===== config.mk =====
export PLATFORM = sky130hd
export DESIGN_NAME = irtx_modulator
export DESIGN_NICKNAME = d
export VERILOG_FILES = /design/src/rtl/irtx_pkg.sv /design/src/rtl/irtx_accept_gate.sv /design/src/rtl/irtx_ppm_coder.sv /design/src/rtl/irtx_rzi_coder.sv /design/src/rtl/irtx_modulator.sv
export SDC_FILE = /design/constraint.sdc
export NUM_CORES = 1
export LEC_CHECK = 0
export ABC_CLOCK_PERIOD_IN_PS = 1700
export BUFFER_PORTS_ARGS = -buffer_cell sky130_fd_sc_hd__buf_2
export CORE_AREA = 2 2 39 41
export CTS_CLUSTER_DIAMETER = 80
export DETAILED_ROUTE_END_ITERATION = 16
export DIE_AREA = 0 0 41 43
export GPL_TIMING_DRIVEN = 0
export HOLD_SLACK_MARGIN = 0.12
export SLEW_MARGIN = 10
export SYNTH_ARGS = -nofsm -noshare
export SYNTH_HDL_FRONTEND = slang
export SYNTH_SLANG_ARGS = --single-unit
export TNS_END_PERCENT = 30

===== constraint.sdc =====
create_clock -name clk -period 1.7 [get_ports clk]
set_input_delay 0.255 -clock clk [delete_from_list [all_inputs] [get_ports clk]]
set_output_delay 0.255 -clock clk [all_outputs]
set_load 0.01 [all_outputs]

===== src/rtl/irtx_pkg.sv =====
package irtx_pkg;
  typedef enum logic {
    CODE_RZI = 1'b0,
    CODE_PPM = 1'b1
  } irtx_code_e;
endpackage


===== src/rtl/irtx_accept_gate.sv =====
module irtx_accept_gate
  import irtx_pkg::*;
(
  input  logic rst_n,
  input  logic sym_stb,
  input  logic in_valid,
  input  logic mode_fast,
  output logic in_ready,
  output logic take_ppm,
  output logic take_rzi,
  output logic halt_ppm,
  output logic halt_rzi
);
  irtx_code_e code;
  logic       accept;

  always_comb begin
    code     = irtx_code_e'(mode_fast);
    in_ready = rst_n & sym_stb;
    accept   = in_ready & in_valid;
    take_ppm = accept & (code == CODE_PPM);
    take_rzi = accept & (code == CODE_RZI);
    // any boundary that does not start this coder's own symbol stops it
    halt_ppm = sym_stb & ~take_ppm;
    halt_rzi = sym_stb & ~take_rzi;
  end
endmodule


===== src/rtl/irtx_ppm_coder.sv =====
module irtx_ppm_coder #(
  parameter int unsigned CHIPS = 4,
  localparam int unsigned SYM_W = $clog2(CHIPS)
) (
  input  logic             clk,
  input  logic             rst_n,
  input  logic             take,
  input  logic             halt,
  input  logic             pw_stb,
  input  logic [SYM_W-1:0] dibit,
  output logic             pulse
);
  localparam logic [SYM_W-1:0] LAST = SYM_W'(CHIPS - 1);

  logic [SYM_W-1:0] slot_q, pos_q, pos_nx;
  logic             run_q, pulse_q;

  always_comb pos_nx = pos_q + SYM_W'(1);

  always_ff @(posedge clk) begin
    if (!rst_n) begin
      slot_q  <= '0;
      pos_q   <= '0;
      run_q   <= 1'b0;
      pulse_q <= 1'b0;
    end else if (take) begin
      slot_q  <= dibit;
      pos_q   <= '0;
      run_q   <= 1'b1;
      pulse_q <= (dibit == '0);
    end else if (halt) begin
      run_q   <= 1'b0;
      pulse_q <= 1'b0;
    end else if (pw_stb && run_q) begin
      if (pos_q == LAST) begin
        run_q   <= 1'b0;
        pulse_q <= 1'b0;
      end else begin
        pos_q   <= pos_nx;
        pulse_q <= (pos_nx == slot_q);
      end
    end
  end

  assign pulse = pulse_q;

  // the line is only ever high in the chip named by the symbol
  a_r3_pulse_on_own_chip: assert property (@(posedge clk) disable iff (!rst_n)
    pulse_q |-> (run_q && pos_q == slot_q));

  // a chip strobe on the start cycle does not advance the chip
  a_r6_tie_restarts_chip: assert property (@(posedge clk) disable iff (!rst_n)
    (take && pw_stb) |=> (pos_q == '0 && run_q));

  // a strobe past the last chip closes the symbol
  a_r9_last_chip_closes: assert property (@(posedge clk) disable iff (!rst_n)
    (run_q && pos_q == LAST && pw_stb && !take && !halt) |=> (!pulse_q && !run_q));
endmodule


===== src/rtl/irtx_rzi_coder.sv =====
module irtx_rzi_coder (
  input  logic clk,
  input  logic rst_n,
  input  logic take,
  input  logic halt,
  input  logic pw_stb,
  input  logic bit_in,
  output logic pulse
);
  logic pulse_q;

  always_ff @(posedge clk) begin
    if (!rst_n)              pulse_q <= 1'b0;
    else if (take)           pulse_q <= ~bit_in;
    else if (halt || pw_stb) pulse_q <= 1'b0;
  end

  assign pulse = pulse_q;

  // a zero bit raises the line, a one bit keeps it low
  a_r4_zero_raises: assert property (@(posedge clk) disable iff (!rst_n)
    (take && !bit_in) |=> pulse_q);
  a_r4_one_quiet: assert property (@(posedge clk) disable iff (!rst_n)
    (take && bit_in) |=> !pulse_q);

  // the width strobe ends the pulse
  a_r5_width_strobe_ends: assert property (@(posedge clk) disable iff (!rst_n)
    (pw_stb && !take) |=> !pulse_q);
endmodule


===== src/rtl/irtx_modulator.sv =====
module irtx_modulator #(
  parameter int unsigned PPM_CHIPS = 4,
  parameter bit          OUT_REG   = 1'b1,
  localparam int unsigned SYM_W    = $clog2(PPM_CHIPS)
) (
  input  logic             clk,
  input  logic             rst_n,
  input  logic             mode_fast,
  input  logic             sym_stb,
  input  logic             pw_stb,
  input  logic             in_valid,
  output logic             in_ready,
  input  logic [SYM_W-1:0] in_data,
  output logic             tx_out
);
  logic take_ppm, take_rzi, halt_ppm, halt_rzi;
  logic ppm_pulse, rzi_pulse, line_nx;

  irtx_accept_gate u_gate (
    .rst_n    (rst_n),
    .sym_stb  (sym_stb),
    .in_valid (in_valid),
    .mode_fast(mode_fast),
    .in_ready (in_ready),
    .take_ppm (take_ppm),
    .take_rzi (take_rzi),
    .halt_ppm (halt_ppm),
    .halt_rzi (halt_rzi)
  );

  irtx_ppm_coder #(.CHIPS(PPM_CHIPS)) u_ppm (
    .clk   (clk),
    .rst_n (rst_n),
    .take  (take_ppm),
    .halt  (halt_ppm),
    .pw_stb(pw_stb),
    .dibit (in_data),
    .pulse (ppm_pulse)
  );

  irtx_rzi_coder u_rzi (
    .clk   (clk),
    .rst_n (rst_n),
    .take  (take_rzi),
    .halt  (halt_rzi),
    .pw_stb(pw_stb),
    .bit_in(in_data[0]),
    .pulse (rzi_pulse)
  );

  always_comb line_nx = ppm_pulse | rzi_pulse;

  generate
    if (OUT_REG) begin : g_out_reg
      logic tx_q;
      always_ff @(posedge clk) begin
        if (!rst_n) tx_q <= 1'b0;
        else        tx_q <= line_nx;
      end
      assign tx_out = tx_q;

      // an idle cell pulls the line low two edges after its strobe
      a_r7_idle_cell_low: assert property (@(posedge clk) disable iff (!rst_n)
        (sym_stb && !in_valid) |=> ##1 !tx_out);
    end else begin : g_out_comb
      assign tx_out = line_nx;
    end
  endgenerate

  // one coding owns the line at a time
  a_r8_coders_exclusive: assert property (@(posedge clk) disable iff (!rst_n)
    !(ppm_pulse && rzi_pulse));
endmodule


==> results of run 1 <==
==> cells in the final DEF, fill, tap and decap left out <==
master / synthesis / routed
sky130_fd_sc_hd__nor4_1: 1 / 1
sky130_fd_sc_hd__a21oi_1: 2 / 2
sky130_fd_sc_hd__and2_2: 1 / 1
sky130_fd_sc_hd__nor3b_1: 1 / 1
sky130_fd_sc_hd__a31oi_1: 1 / 1
sky130_fd_sc_hd__o21ai_0: 1 / 1
sky130_fd_sc_hd__buf_2: 0 / 8
sky130_fd_sc_hd__mux2i_1: 3 / 3
sky130_fd_sc_hd__clkbuf_4: 0 / 3
sky130_fd_sc_hd__dfxtp_1: 8 / 8
sky130_fd_sc_hd__and4bb_4: 1 / 1
sky130_fd_sc_hd__ha_1: 1 / 1
sky130_fd_sc_hd__xor2_1: 1 / 1
sky130_fd_sc_hd__xnor2_1: 2 / 2
sky130_fd_sc_hd__buf_6: 1 / 1
sky130_fd_sc_hd__nand2_1: 1 / 1
sky130_fd_sc_hd__inv_1: 1 / 1
sky130_fd_sc_hd__nand2b_1: 1 / 1
sky130_fd_sc_hd__nor3_2: 1 / 1
sky130_fd_sc_hd__nor2_1: 8 / 8
sky130_fd_sc_hd__o311a_1: 1 / 1
sky130_fd_sc_hd__a21o_2: 1 / 1
sky130_fd_sc_hd__nand4_4: 1 / 1
==> final cells by class <==
cell class,count,area [µm²]
plain buffers,1,11.3
clock buffers,3,22.5
inverters,1,3.75
repair buffers,8,40.0
flip-flops and latches,8,160
fillers,153,908
multi-input cells,29,218
well taps,16,20.0
==> layer usage <==
layer / share of wire / up-vias
li1: - / 159
met1: 0.48 / 139
met2: 0.43 / 11
met3: 0.069 / 2
met4: 0.020 / 0
met5: 0 / -
==> kinds of logic after synthesis <==
kind of cell | Yosys count | share of synthesized area
mux | 3 | 0.0764
xor+xnor | 3 | 0.0669
buf+inv | 2 | 0.0382
compound gates | 6 | 0.102
fa+ha+maj | 1 | 0.0318
flops | 8 | 0.408
simple gates | 16 | 0.277
==> state kept, by name (all words and copies together) (netlist names) <==
signal	cells
u_ppm.pos_q	2
u_ppm.slot_q	2
tx_out	1
u_ppm.pulse	1
u_ppm.run_q	1
u_rzi.pulse	1
==> final timing paths <==
path                   from         endpoint  slack [ns]  cells after the start
min              in_data[1]  u_ppm.slot_q[1]        0.29                      3
max          u_ppm.pos_q[0]      u_ppm.pulse        0.39                      4
min reg2reg     u_ppm.pulse           tx_out        0.46                      2
max reg2reg  u_ppm.pos_q[0]      u_ppm.pulse        0.39                      4
==> cell usage after synthesis <==
library cell and instances:
sky130_fd_sc_hd__a21oi_1 2, sky130_fd_sc_hd__a31oi_1 1, sky130_fd_sc_hd__xor2_1 1, sky130_fd_sc_hd__buf_6 1, sky130_fd_sc_hd__nor2_1 8, sky130_fd_sc_hd__xnor2_1 2
sky130_fd_sc_hd__o21ai_0 1, sky130_fd_sc_hd__ha_1 1, sky130_fd_sc_hd__nand4_4 1, sky130_fd_sc_hd__nor4_1 1, sky130_fd_sc_hd__mux2i_1 3, sky130_fd_sc_hd__and4bb_4 1
sky130_fd_sc_hd__inv_1 1, sky130_fd_sc_hd__nor3_2 1, sky130_fd_sc_hd__nand2_1 1, sky130_fd_sc_hd__and2_2 1, sky130_fd_sc_hd__nor3b_1 1, sky130_fd_sc_hd__o311a_1 1
sky130_fd_sc_hd__a21o_2 1, sky130_fd_sc_hd__dfxtp_1 8, sky130_fd_sc_hd__nand2b_1 1
==> critical path, delay by kind of cell (launching register included) <==
family,cells,cell delay (ns)
flip-flops,1,0.34
adder cells (fa/ha/maj),1,0.32
AO/OA/AOI/OAI,1,0.31
XOR/XNOR,1,0.15
AND/OR/NAND/NOR,1,0.07
==> per-stage QoR <==
| step | hold slack (ns) | cell area [µm²] | setup slack (ns) |
|---|---|---|---|
| floorplan | 0.386 | 393 | 0.457 |
| global placement | 0.449 | 453 | 0.403 |
| detailed placement | 0.453 | 453 | 0.392 |
| CTS | 0.279 | 475 | 0.375 |
| global route | 0.292 | 475 | 0.298 |
| finish | 0.288 | 475 | 0.388 |
==> power by group through the flow <==
| stage | combinational, mW | clock [mW] | sequential [mW] |
|---|---|---|---|
| final | 0.0448 | 0.145 | 0.197 |
| after global routing | 0.0501 | 0.157 | 0.197 |
| after CTS | 0.0455 | 0.151 | 0.197 |
| after detailed placement | 0.0452 | 0 | 0.201 |
| after global placement | 0.0446 | 0 | 0.201 |
| after floorplan | 0.0259 | 0 | 0.201 |
==> results.txt, run 1 <==
The run finished with clean final reports. STA classifies the critical path startpoint as a register. The number of non-filler instances in the completed layout is 66, and the total power per unit cell area is 814 nW/µm². The total die area is 1760 µm², and the global-route met2 utilization is 0.128. The portion of total power attributed to combinational logic was 0.116. Post-synthesis instance area: 393 µm². Across the VDD grid, the largest voltage drop is 0.337 mV.

For the worst setup path, the data required time is 1.84 ns. Setup repair after global routing left no endpoint under its margin. The most used routing layer in global routing was met2. The count of antenna diodes in the layout was 0. Including well taps, the total number of placed cells is 63. The first global-routing pass estimated 1080 µm of wire. The logs give 0 for the number of remaining DRC errors and 0 for the count of buffers added by post-CTS timing repair for setup. In the final timing run, aggregate negative setup slack is 0 ns. The sequential area share after synthesis is 0.408.

Setup violations remaining at the end of the flow were counted as 0. The tree built by TritonCTS fans out to 8 sinks. The global placement routability congestion was 0.664; the total of hold buffers inserted after clock tree synthesis was 0.

The arrival time reported for the critical path endpoint was 1.45 ns. For the starting DRC count in detailed routing, the log shows 3. The count of buffers added on input and output ports is 8.

Ranked by total cell area, the synthesized netlist is headed by sky130_fd_sc_hd__dfxtp_1 41%, sky130_fd_sc_hd__mux2i_1 7.6%, sky130_fd_sc_hd__nor2_1 7.6%. Along the worst path, the maximum fanout reaches 3. The logs give 39 for the synthesized instance count and 0.220 nW for the leakage power of the design. Number of clock buffers inserted by TritonCTS: 3.

The logs give 0.0947 for the global routing usage summed across all routing layers and 311 for the number of vias after detailed routing. The latest clock arrival within the worst-skew pair is 0.25 ns, and the headroom to the max-slew limit is 0.845. The tool flagged a number of max-cap violations equal to 0. Wires add up to 709 µm. The global routing usage on met1 is 0.114. The cell at the root of the clock tree was sky130_fd_sc_hd__clkbuf_4. At the pin with the least slew margin, the transition time is 0.230 ns. The layout net count came out at 61.

The part of the cycle the worst path needs works out to 0.772. The total design power was 387 µW. The met3 layer usage reported by global route was 0.0314. The end-of-flow core utilization came out at 0.344. The x dimension of the die was 41 µm; the ratio of cells with drive above 1 in the final layout was 0.340. For the reported net switching power, the log shows 91.0 µW. Derived from the worst setup path, the maximum achievable clock frequency is 0.762 GHz. The share of total power in the clock network was 0.375. The CTS clock-pin slew for the worst setup and hold paths is 0.06 ns, and the effective utilization at floorplan is 0.284.

The number of vias per cell after detailed routing was 4.71. The total overflow left after global routing is 0. The path class of the tightest hold or removal check is input pin to register. Top-area cell type share of the netlist area: 0.408. The proportion of total power due to net switching is 0.235, and the number of global-route vias before repair is 280. The minimum clock period after layout is 1.31 ns, and the residual antenna-violating net count after detailed routing is 0.

From bottom edge to top edge, the die measures 43 µm. The signal on the critical path passes through ha_1 > xor2_1 > nor4_1 > o311a_1. Standard cell with the maximum stage delay on the critical path: sky130_fd_sc_hd__dfxtp_1. The largest total area in the synthesized netlist belongs to sky130_fd_sc_hd__dfxtp_1.

Entering global routing, the biggest net connects 10 pins. The number of iterations in the first detailed-routing pass came out at 2. The kind of critical path was register to register. Each instance of the synthesized netlist takes up on average 10.1 µm². The Yosys step of the flow raised 0 warnings. The total number of H-tree levels is 1, and the number of nets in the synthesized netlist is 48. Between clock sinks in the finished design, the worst skew comes to 0.00510 ns.

The post-synthesis sequential element count is 8. After detailed routing, the average wire length per cell comes to 10.7 µm. TritonCTS built the clock tree. The HPWL after detailed placement is 547 µm. The synthesis-to-layout area growth was 21.0%. In this run the core area contains 14 standard-cell rows.

The clock passes through at most 2 buffers. The tools report the total core area as 1380 µm². The run gives 296 µW as the internal power component.

Number of antenna violations at the first check in global routing: 0. Sequential group share of total power: 0.509. The largest single stage delay on the critical path is 0.34 ns. In this run, distinct cell masters in the synthesized netlist total 21.

The tools report the post-cts resize count as 0. The number of hold-slack violations in the final timing report is 0. Kind of capture point of the worst setup path: a register. For the number of top-level pins, the log shows 10. Number of pins exceeding their max-slew limit in the final report: 0.
Power figures use the tool's default switching activity.
==> run 2: changes to the inputs <==
ABC_AREA = 1   (was default)
ABC_CLOCK_PERIOD_IN_PS = 1200   (was 1700)
clock period = 1.2 ns   (was 1.7 ns; I/O delays follow)
==> results.txt, run 2 <==
The run finished with clean final reports. The global placement routability congestion is 0.684 (+3.1%). The leading cell type in the layout, fill and taps excluded is sky130_fd_sc_hd__nand2_1. The startpoint identified for the worst hold timing path is pw_stb. The residual antenna-violating net count after detailed routing was 0 (unchanged).

The path class of the lowest-slack min-delay path was input pin to register. The largest fanout on the critical path works out to 5 (+2). Ranked by instance count, the synthesized netlist is headed by 14 x sky130_fd_sc_hd__nand2_1, 11 x sky130_fd_sc_hd__inv_1, 11 x sky130_fd_sc_hd__nor2_1. The run gives 4 (+2) as the number of iterations in the first detailed-routing pass. For the worst slack at placement, the log shows 0.0464 ns (-0.345 ns). The cell count of the worst reg-to-reg path works out to 7 (+3). The top-area cell type share of the netlist area is 0.400 (-0.00764), and the CTS clock-pin slew for the worst setup and hold paths is 0.06 ns (about the same).

In this run the critical register-to-register path is launched from u_ppm.pos_q[0]. Relative to the synthesized area, the layout overhead comes to 25.3%. The largest registers in the layout are u_ppm.pos_q: 2 flops, u_ppm.slot_q: 2 flops.

The worst setup path is captured at a register. The synthesized design spends more area on one cell type than any other, namely sky130_fd_sc_hd__dfxtp_1. The run gives 2 (unchanged) as the maximum root-to-sink buffer count. Setup repair after global routing left no endpoint under its margin. STA classifies the critical path startpoint as a register.

The internal reg-to-reg setup slack is 0.14 ns (-0.24 ns). The logs give 0.00370 ns (-0.00140 ns) for the maximum clock skew at final layout and 1.21 ns (-0.24 ns) for the arrival time reported for the critical path endpoint. TritonCTS built the clock tree.

The number of maximum-capacitance violations is 0 (unchanged). The number of global-route vias before repair was 338 (+21%); the async set-or-reset flop fraction in the synthesized netlist was 0 (unchanged). The tools report the number of synthesis warnings as 0 (unchanged). Leaving out fill and tap cells, the most frequent cells in the layout are 14 x sky130_fd_sc_hd__nand2_1, 11 x sky130_fd_sc_hd__inv_1, 11 x sky130_fd_sc_hd__nor2_1. For the end-of-flow core utilization, the log shows 0.363 (+0.0190).

The run gives 0.400 (-0.00764) as the sequential area share after synthesis. The total die area is 1760 µm² (unchanged). The number of remaining DRC errors was 0 (unchanged). The tools report the reg-to-reg critical path endpoint as u_ppm.pulse.

The layer flagged by global routing as most heavily used is met1. Number of buffer cells added on primary ports: 9 (+1). The global routing usage summed across all routing layers was 0.119 (+0.0242); the number of antenna violations at the first check in global routing was 0 (unchanged). The total design power is 563 µW (+45%), and the leftover overflow at the end of global routing is 0 (unchanged).

The global routing usage on met1 was 0.162 (+0.0487); the count of final setup violators was 0 (unchanged). The terminating pin of the worst hold path is u_rzi.pulse. The x dimension of the die was 41 µm (unchanged); the headroom to the max-slew limit was 0.876 (+0.0305). The post-synthesis sequential element count was 8 (unchanged). Count of antenna diodes in the layout: 0 (unchanged). The part of the cycle the worst path needs was 0.880 (+0.108); the effective utilization at floorplan was 0.289 (+0.00542). For the number of core rows, the log shows 14 (unchanged). The final setup TNS was 0 ns (unchanged); the number of clock buffers inserted by TritonCTS was 3 (unchanged). Among all cell types in the netlist, the one instantiated most often is sky130_fd_sc_hd__nand2_1. The kind of cell adding the most delay to the critical path was flip-flops. For the post-synthesis instance area, the log shows 400 µm² (+1.9%).

The run gives 0 (unchanged) as the number of pins exceeding their max-slew limit in the final report. The mean post-synth cell area was 6.56 µm² (-35%); the number of vias per cell after detailed routing was 4.54 (-3.7%). The peak per-stage delay on the critical path was 0.38 ns (+0.04 ns); the number of synthesized flops with an enable pin was 0 (unchanged). The total core area was 1380 µm² (unchanged); the number of buffers and inverters on the critical path was 1 (+1). The distinct cell type count after synthesis was 12 (-43%); the number of hold-slack violations in the final timing report was 0 (unchanged).

In the synthesized netlist the dominant register cell turns out to be sky130_fd_sc_hd__dfxtp_1. The global-route met2 utilization is 0.156 (+0.0281). The chip height is 43 µm (unchanged), and the hold path depth is 4 (+1).

The kind of critical path was register to register. Met3 layer usage reported by global route: 0.0314 (unchanged). The worst-margin pin slew was 0.186 ns (-0.0444 ns); the maximum number of pins on one net before global-route repair was 9 (-1). The ratio of cells with drive above 1 in the final layout was 0.205 (-0.135); the number of filler instances in the final layout was 154 (+0.65%). The estimated wirelength of the detail-placed design was 641 µm (+17%). The tools report the number of vias after detailed routing as 404 (+30%). The average wire per standard cell is 9.24 µm (-14%).

The total power per unit cell area was 1120 nW/µm² (+38%); the count of buffers added by post-CTS timing repair for setup was 0 (unchanged). The run gives 1380 µm (+28%) as the wire length of the first global-routing pass. Sorting the synthesized cells by area gives the leading types as sky130_fd_sc_hd__dfxtp_1 40%, sky130_fd_sc_hd__nand2_1 13%, sky130_fd_sc_hd__inv_1 10%. Layout net count: 84 (+38%). The latest clock arrival within the worst-skew pair came out at 0.25 ns (about the same).

The tree is rooted in a sky130_fd_sc_hd__clkbuf_4. For the peak supply drop, the log shows 0.335 mV (-0.57%). The highest attainable clock frequency is 0.948 GHz (+24%), and the total number of H-tree levels is 1 (unchanged). Number of nets in the synthesized netlist: 70 (+46%). The data required time at the worst endpoint is 1.35 ns (-0.49 ns).

Walking the worst path, the cells encountered are ha_4 > nor2_1 > nor2_1 > nand3_1 > nand3_1 > nand2_1 > inv_1. The minimum clock period after layout was 1.06 ns (-0.257 ns); the CTS sink count was 8 (unchanged). The logs give 61 (+56%) for the synthesized instance count and 9 (+6) for the starting DRC count in detailed routing. The leakage power of the design came out at 0.252 nW (+14%). The largest individual stage delay along the critical path comes from the cell sky130_fd_sc_hd__dfxtp_2. The slack of the critical path came out at 0.145 ns (-0.243 ns). The wire length reported by the detailed router was 822 µm (+16%). The run gives 10 (unchanged) as the number of top-level pins.
## run 2: cell count changes after synthesis, sizes merged, moves of 2 or more
cell,previous run,this run
nand3,0,5
xnor2,2,0
nor2,8,11
o21ai,1,3
mux2i,3,0
nand2,1,14
inv,1,11
a21oi,2,4
## run 2: power by group
part | switching, mW | internal, mW | total (mW)
sequential | 0.00595 | 0.276 | 0.282
combinational | 0.0430 | 0.0289 | 0.0719
clock | 0.0936 | 0.115 | 0.208
## run 2: cell families (layout without fill, tap and decap cells)
group,Yosys count,in the layout,synth area share
adder cells (fa/ha/maj),1,1,0.0312
buffers and inverters,11,23,0.103
AO/OA/AOI/OAI,9,9,0.122
flip-flops,8,8,0.400
AND/OR/NAND/NOR,32,32,0.344
## run 2: worst max path at each step
| stage | from | to | slack (ns) | cells after the start |
|---|---|---|---|---|
| 6_report | u_ppm.pos_q[0] | u_ppm.pulse | 0.14 | 7 |
| 5_1_grt | u_ppm.pos_q[0] | u_ppm.pulse | 0.02 | 7 |
| 4_1_cts | u_ppm.pos_q[0] | u_ppm.pulse | 0.04 | 7 |
| 3_5_place_dp | u_ppm.pos_q[0] | u_ppm.pulse | 0.05 | 7 |
| 3_3_place_gp | u_ppm.pos_q[0] | u_ppm.pulse | 0.06 | 7 |
| 2_1_floorplan | u_ppm.pos_q[0] | u_ppm.pulse | 0.13 | 7 |
## run 2: layer usage
metal,up-vias,wire (µm)
met2,10,393
met5,-,0
met3,2,27
li1,219,-
met1,173,386
met4,0,14
## run 2: tightest hold or removal path: cells and delay by family
kind,cells,cell delay (ns)
buffers and inverters,1,0.09
AND/OR/NAND/NOR,2,0.08
AO/OA/AOI/OAI,1,0.05
## run 2: repair_timing
action / in CTS / in global routing
endpoints found under the setup margin: 0 / 1
hold endpoints to repair: 0 / 0
gates resized for setup: 0 / 2
hold buffers: 0 / 0
## run 2: metrics by stage
stage          hold WS [ns]  std cells  instance area (µm²)
6_report              0.194         89                  502
3_3_place_gp          0.450         86                  465
2_1_floorplan         0.318         61                  400
3_5_place_dp          0.458         86                  465
4_1_cts               0.186         89                  488
5_1_grt               0.218         89                  502
## run 2: layout make-up
type	count	area, µm²	area share
clock buffers	3	22.5	0.0449
multi-input cells	42	211	0.421
inverters	11	41.3	0.0823
flip-flops and latches	8	161	0.322
repair buffers	9	45.0	0.0898
well taps	16	20.0	0.0399
==> run 3: changes to the inputs <==
ABC_AREA = default   (was 1)
PLACE_DENSITY_LB_ADDON = 0.1   (was default)
==> results.txt, run 3 (synthesized netlist as in run 1, its figures left out) <==
The CTS clock-pin slew for the worst setup and hold paths was 0.05 ns (about the same); the total core area was 1380 µm² (unchanged). The maximum root-to-sink buffer count was 2 (unchanged). The tools report the number of global-route vias before repair as 323 (-4.4%). The tools report the kind of capture point of the worst setup path as a register. CTS placed an instance of sky130_fd_sc_hd__clkbuf_4 at the clock tree root. The part of the cycle the worst path needs came out at 1.01 (+0.131).

The count of antenna diodes in the layout was 0 (unchanged); the maximum number of pins on one net before global-route repair was 10 (+1). Setup repair after global routing could not meet its margin everywhere. The top cell types in the final layout, fill and taps aside, are 8 x sky130_fd_sc_hd__nor2_1, 8 x sky130_fd_sc_hd__buf_2, 6 x sky130_fd_sc_hd__dfxtp_1. X dimension of the die: 41 µm (unchanged).

The run gives 1 (+1) as the count of final setup violators. The chip height came out at 43 µm (unchanged). The placement-stage cell area is 467 µm² (+0.27%), and the total design power is 549 µW (-2.5%). The largest fanout on the critical path is 2 (-3). The leakage power of the design is 0.230 nW (-8.7%). The global placement routability congestion was 0.627 (-8.3%); the maximum clock skew at final layout was 0.000222 ns (-0.00348 ns). The number of non-filler instances in the completed layout was 68 (-24%).

The number of placed cells counting well taps was 63 (-27%); the effective utilization at floorplan was 0.284 (-0.00542). The number of buffers and inverters on the critical path works out to 0 (-1). The number of antenna violations at the first check in global routing is 0 (unchanged), and the arrival time reported for the critical path endpoint is 1.35 ns (+0.14 ns).

The hold slack is 0.208 ns (+0.0135 ns), and the total of hold buffers inserted after clock tree synthesis is 0 (unchanged). The highest attainable clock frequency was 0.825 GHz (-13%); the headroom to the max-slew limit was 0.862 (-0.0133). The total power per unit cell area was 1050 nW/µm² (-6.2%); the ratio of cells with drive above 1 in the final layout was 0.462 (+0.256). STA classifies the critical path startpoint as a register. Number of buffer cells added on primary ports: 8 (-1). The run gives 0 (unchanged) as the number of remaining DRC errors. The largest individual stage delay along the critical path comes from the cell sky130_fd_sc_hd__dfxtp_4. Number of iterations in the first detailed-routing pass: 2 (-2). The total die area is 1760 µm² (unchanged), and the peak per-stage delay on the critical path is 0.35 ns (-0.03 ns). The starting DRC count in detailed routing is 4 (-5), and the number of vias per cell after detailed routing is 4.85 (+6.9%).

The wire length reported by the detailed router is 775 µm (-5.7%), and the residual antenna-violating net count after detailed routing is 0 (unchanged). The tools report the area of all placed cells without fillers as 522 µm² (+4.0%). Worst-margin pin slew: 0.205 ns (+0.0190 ns). The number of top-level pins was 10 (unchanged). The largest registers in the layout are u_ppm.pos_q: 2 flops, u_ppm.slot_q: 2 flops.

Number of vias after detailed routing: 330 (-18%). Walking the worst path, the cells encountered are ha_4 > xor2_2 > nor4_2 > o311a_1. The kind of critical path is register to register.

The minimum clock period after layout was 1.21 ns (+0.157 ns); the data required time at the worst endpoint was 1.34 ns (about the same). The tools report the slack of the critical path as -0.0126 ns (-0.157 ns). The global routing usage summed across all routing layers is 0.109 (-0.0101), and the estimated wirelength of the detail-placed design is 578 µm (-9.8%).

The sequential cell area was 165 µm² (+2.3%); the synthesis-to-layout area growth was 32.8%. The path class of the lowest-slack min-delay path is input pin to register. The cell family contributing the most delay on the critical path is flip-flops. For the worst slack at placement, the log shows -0.0470 ns (-0.0933 ns). The end-of-flow core utilization was 0.377 (+0.0145). The logs give 1 (unchanged) for the total number of H-tree levels and 145 (-5.8%) for the number of filler instances in the final layout. The final setup TNS was -0.0126 ns (-0.0126 ns); the number of clock buffers inserted by TritonCTS was 3 (unchanged). The final reports fail on setup timing.

The logs give 8 (unchanged) for the CTS sink count and 0 (unchanged) for the leftover overflow at the end of global routing. The wire length of the first global-routing pass was 1280 µm (-7.0%). The layout net count was 63 (-25%).

The run finished, with violations left. Number of core rows: 14 (unchanged). The average wire per standard cell is 11.4 µm (+23%), and the number of pins exceeding their max-slew limit in the final report is 0 (unchanged). TritonCTS built the clock tree. The number of maximum-capacitance violations was 0 (unchanged).

The multi-input combinational cell area came out at 244 µm² (+15%). The run gives 0.406 mV (+21%) as the peak supply drop. For the latest clock arrival within the worst-skew pair, the log shows 0.25 ns (about the same). The number of hold-slack violations in the final timing report is 0 (unchanged).
-- run 3: changes by cell type in the layout (fill, tap and decap cells not counted), moves of 3 or more --
cell / before / now
sky130_fd_sc_hd__inv_1: 11 / 1
sky130_fd_sc_hd__nor2_1: 11 / 8
sky130_fd_sc_hd__mux2i_1: 0 / 3
sky130_fd_sc_hd__nand3_1: 5 / 0
sky130_fd_sc_hd__nand2_1: 14 / 1
-- run 3: layout make-up --
class	instances	area share
well taps	16	0.0384
multi-input cells	29	0.468
flip-flops and latches	8	0.317
clock buffers	3	0.0432
repair buffers	10	0.106
plain buffers	1	0.0216
inverters	1	0.00719
-- run 3: per-layer routing --
metal,share of wire,vias to the layer above,global-route usage,wire length [µm]
met4,0.010,0,0.0600,8
met1,0.45,155,0.127,352
li1,-,166,-,-
met5,0,-,0,0
met2,0.48,7,0.159,370
met3,0.057,2,0.0471,44
-- run 3: final timing paths --
path,to,slack (ns),depth (start not counted),start
worst min-delay path,u_ppm.slot_q[1],0.21,3,in_data[1]
worst min register to register,tx_out,0.46,2,u_ppm.pulse
worst max register to register,u_ppm.pulse,-0.01,4,u_ppm.pos_q[0]
worst max-delay path,u_ppm.pulse,-0.01,4,u_ppm.pos_q[0]
-- run 3: timing repair --
action	in CTS	in global routing
setup buffers	2	0
pin swaps	3	1
endpoints found under the setup margin	1	2
resized for setup	2	2
-- run 3: where the power goes --
part	switching (mW)	internal (mW)	total (mW)
clock network	0.0862	0.114	0.200
registers	0.00490	0.273	0.278
logic	0.0363	0.0343	0.0706
-- run 3: tightest hold or removal path, stage by stage --
cell,delay [ns]
sky130_fd_sc_hd__buf_2,0.10
sky130_fd_sc_hd__mux2i_1,0.06
sky130_fd_sc_hd__nor2_1,0.08
